===== src/rtl/ext_irq_sense.sv =====
module ext_irq_sense #(
  parameter int NUM_PINS    = 8,
  parameter int ADDR_W      = 8,
  parameter int DATA_W      = 32,
  parameter int SYNC_STAGES = 2,
  parameter logic [ADDR_W-1:0] STAT_OFS = 8'h10,
  parameter logic [ADDR_W-1:0] MODE_OFS = 8'h14
) (
  input  logic                clk,
  input  logic                rst_n,
  input  logic [NUM_PINS-1:0] pin_i,
  input  logic [ADDR_W-1:0]   bus_addr,
  input  logic                bus_we,
  input  logic [DATA_W-1:0]   bus_wdata,
  output logic [DATA_W-1:0]   bus_rdata,
  output logic [NUM_PINS-1:0] irq_req_o
);
  localparam int MODE_W = 2 * NUM_PINS;
  localparam logic [1:0] SENSE_LOW  = 2'd0;
  localparam logic [1:0] SENSE_FALL = 2'd1;
  localparam logic [1:0] SENSE_RISE = 2'd2;
  localparam logic [1:0] SENSE_BOTH = 2'd3;

  logic [SYNC_STAGES-1:0][NUM_PINS-1:0] sync_r;
  logic [NUM_PINS-1:0] sync_q, prev_q, evt, keep, stat_q;
  logic [MODE_W-1:0]   mode_q;
  logic stat_sel, mode_sel;

  assign stat_sel  = (bus_addr == STAT_OFS);
  assign mode_sel  = (bus_addr == MODE_OFS);
  assign sync_q    = sync_r[SYNC_STAGES-1];
  assign keep      = (bus_we && stat_sel) ? bus_wdata[NUM_PINS-1:0] : '1;
  assign irq_req_o = stat_q;
  assign bus_rdata = stat_sel ? DATA_W'(stat_q) :
                     mode_sel ? DATA_W'(mode_q) : '0;

  for (genvar i = 0; i < NUM_PINS; i++) begin : g_det
    always_comb begin
      unique case (mode_q[2*i +: 2])
        SENSE_LOW:  evt[i] = ~sync_q[i];
        SENSE_FALL: evt[i] = prev_q[i] & ~sync_q[i];
        SENSE_RISE: evt[i] = ~prev_q[i] & sync_q[i];
        SENSE_BOTH: evt[i] = prev_q[i] ^ sync_q[i];
        default:    evt[i] = 1'b0;
      endcase
    end
  end

  always_ff @(posedge clk or negedge rst_n) begin
    if (!rst_n) begin
      sync_r <= '1;
      prev_q <= '1;
      mode_q <= '0;
      stat_q <= '0;
    end else begin
      sync_r[0] <= pin_i;
      for (int s = 1; s < SYNC_STAGES; s++) sync_r[s] <= sync_r[s-1];
      prev_q <= sync_q;
      if (bus_we && mode_sel) mode_q <= bus_wdata[MODE_W-1:0];
      stat_q <= (stat_q & keep) | evt;
    end
  end
endmodule


===== config.mk =====
export PLATFORM = sky130hd
export DESIGN_NAME = ext_irq_sense
export DESIGN_NICKNAME = d
export VERILOG_FILES = /design/src/rtl/ext_irq_sense.sv
export SDC_FILE = /design/constraint.sdc
export NUM_CORES = 1
export LEC_CHECK = 0
export ABC_AREA = 1
export BUFFER_PORTS_ARGS = -buffer_cell sky130_fd_sc_hd__buf_2
export CAP_MARGIN = 20
export CORE_AREA = 2 2 72 74
export DETAILED_ROUTE_END_ITERATION = 8
export DIE_AREA = 0 0 74 76
export PLACE_DENSITY = 0.84
export REMOVE_ABC_BUFFERS = 1
export SETUP_SLACK_MARGIN = 0.5
export SKIP_CTS_REPAIR_TIMING = 1
export SLEW_MARGIN = 15
export SYNTH_ARGS = -nofsm -noshare
export SYNTH_HDL_FRONTEND = slang
export SYNTH_SLANG_ARGS = --single-unit

===== constraint.sdc =====
create_clock -name clk -period 2.7 [get_ports clk]
set_input_delay 0.405 -clock clk [delete_from_list [all_inputs] [get_ports clk]]
set_output_delay 0.405 -clock clk [all_outputs]
set_load 0.1 [all_outputs]

==> run summary <==
die width: 74 um
first-pass GRT wire length: 8240 um
final hold violation count: 0
Final Cycle Share: 0.794
critical path fanouts, max: 18
First-pass DRT Iterations: 4
fin worst setup slack: 555 ps
Global Route Usage Sum: 0.189
Final #Nets: 415
VDD IR max: 0.000397 V
slew of the pin with the lowest slew margin: 923 ps
routed wire length: 4880 um
Sequential Power Share: 0.543
CTS Buf Count: 5
Post-Syn Instances: 289
Core Rows: 26
synth unique cells: 25
RR Endpoint: irq_req_o[7]
Cell Pwr Density: 489 nW/um2
maxcap violations: 0
status: completed
DIE HEIGHT: 76 um
antenna violations before repair: 0
worst min path class: input port to register
pin count of the biggest net entering global routing: 45
CTS max path bufs: 2
yosys warns: 0
RSZ-0062 raised after global routing: true
initial DRC count: 97
fin util: 0.603
CP Launch Type: input port
fmax: 0.466 GHz
number of global-route vias before repair: 1876
max-slew violations: 0
post-layout min period: 2150 ps
Root Driver: clkbuf_8
Slew HR: 0.385
worst reg2reg path depth: 7
Post-Place Cells: 411
DIE AREA: 5620 um2
sw power: 0.000425 W
Pint: 0.00102 W
HPWL after DPL: 3570 um
total global routing overflow: 0
static leakage: 1.57 nW
layout cells sized above 1: 0.307
Layout fillers: 437
WL per Instance: 11.7 um
dpl ws: 474 ps
logic gate share of total power: 0.158
clock network fraction of total power: 0.299
WHS Path Cells: 1
Critical Path RT: 2300 ps
antenna viol nets, final: 0
Vias/cell: 4.70
DR DRC count: 0
Cell Area, Synth: 2570 um2
# IOs: 91
Worst-Skew Late Latency: 290 ps
Syn-to-layout area delta: 15.4%
CTS tree: yes
Cell Count, Final, Fillers Out: 419
Antenna diodes: 0
Clock Sinks: 48
Setup Total Neg Slack: 0 ps
Port Buffers: 58
hold path startpoint: pin_i[2]
R2R setup slack: 1310 ps
core area: 4910 um2
Hold Slack: 196 ps
Synth Register Bits: 48
final setup violation count: 0
worst r2r src: sync_q[7]
Critical Path Sink Type: primary output
total number of vias: 1968
clk_skew: 11.7 ps
Initial Utilization: 0.522
sequential-to-total area share from yosys stat: 0.480
FF/Latch Area: 1230 um2
synthesized area per cell: 8.88 um2
crit path kind: input port to primary output
multi-input logic area: 1000 um2
Clock transition at path regs: 90 ps
H-tree depth: 2
Worst Hold Endpoint: sync_r[2]
gpl congestion: 0.827
Sw Ratio: 0.293
WP data arrival: 1740 ps
-- synthesized netlist by cell type, drive strengths merged --
master,instances,share of area
clkbuf,1,0.0015
dfstp,24,0.25
buf,23,0.071
inv,53,0.078
nand3,9,0.022
nor2,9,0.023
ha,16,0.078
nor3,5,0.020
dfrtp,24,0.23
nand2,68,0.10
a21oi,16,0.031
conb,1,0.0015
o21ai,24,0.050
nand4,16,0.039
-- worst max path at each step --
stage                            from      endpoint  slack (ps)  cells after the start
after global placement    bus_addr[7]  bus_rdata[3]         480                      7
after global routing      bus_addr[7]  bus_rdata[3]         450                      7
after floorplan           bus_addr[1]  bus_rdata[0]        -790                      5
final                     bus_addr[7]  bus_rdata[3]         550                      7
after CTS                 bus_addr[7]  bus_rdata[3]         470                      7
after detailed placement  bus_addr[7]  bus_rdata[3]         470                      7
-- cell type report --
| type | instances | area share |
|---|---|---|
| Timing Repair Buffer | 61 | 0.117 |
| Inverter | 53 | 0.0680 |
| Clock buffer | 8 | 0.0304 |
| Tap cell | 70 | 0.0296 |
| Multi-Input combinational cell | 179 | 0.339 |
| Sequential cell | 48 | 0.416 |
-- worst max-delay path, stage by stage --
cell and delay (ps):
buf_2 100, nor2_1 120, nand2_2 110, inv_4 190, nand2_4 200, o21ai_0 240, clkbuf_4 370
-- metal layers --
layer	track usage	share of wire
met5	0	0
met2	0.319	0.50
met4	0.0582	0.011
met3	0.0423	0.046
met1	0.236	0.44
-- flip-flops by register name, summed over array words and instances (netlist names) --
| name | cells |
|---|---|
| mode_q | 16 |
| sync_r | 8 |
| sync_q | 8 |
| irq_req_o | 8 |
| prev_q | 8 |
-- placed cells by master, fill, tap and decap left out --
cell type and n:
inv_4 1, nand3_1 8, nor2_1 6, o21ai_2 2, nand2_1 65, nand2_2 2
inv_2 1, dfstp_2 24, clkbuf_1 2, conb_1 16, dfrtp_1 24, a21oi_1 16
clkbuf_8 6, ha_1 16, clkbuf_4 11, inv_1 51, nand2_4 1, nor2_8 1
nor2_4 1, buf_6 1, nor3_2 5, o21ai_0 22, buf_2 46, nand4_1 16
nand3_4 1, nor2_2 1, buf_4 3
-- power groups by stage --
stage | Combinational, W | Clock [W] | Sequential [W]
final | 0.000228 | 0.000432 | 0.000786
after global routing | 0.000253 | 0.000475 | 0.000790
after CTS | 0.000230 | 0.000442 | 0.000786
after detailed placement | 0.000229 | 0 | 0.000799
after global placement | 0.000222 | 0 | 0.000796
after floorplan | 0.000164 | 0 | 0.000793
-- per-stage QoR --
step | cell area [um2] | total power [W]
floorplan | 2440 | 0.000958
global placement | 2840 | 0.00102
detailed placement | 2840 | 0.00103
CTS | 2930 | 0.00146
global route | 2960 | 0.00152
finish | 2960 | 0.00145
-- cell families (layout without fill, tap and decap cells) --
family	after synthesis	after routing	share of synthesized area
AOI/OAI and AO/OA	40	40	0.0809
DFF	48	48	0.480
and+or+nand+nor	107	107	0.209
adders and majority gates	16	16	0.0780
buffers and inverters	77	122	0.151
other	1	16	0.00146
Note: power is estimated with default switching activity, not from simulation.
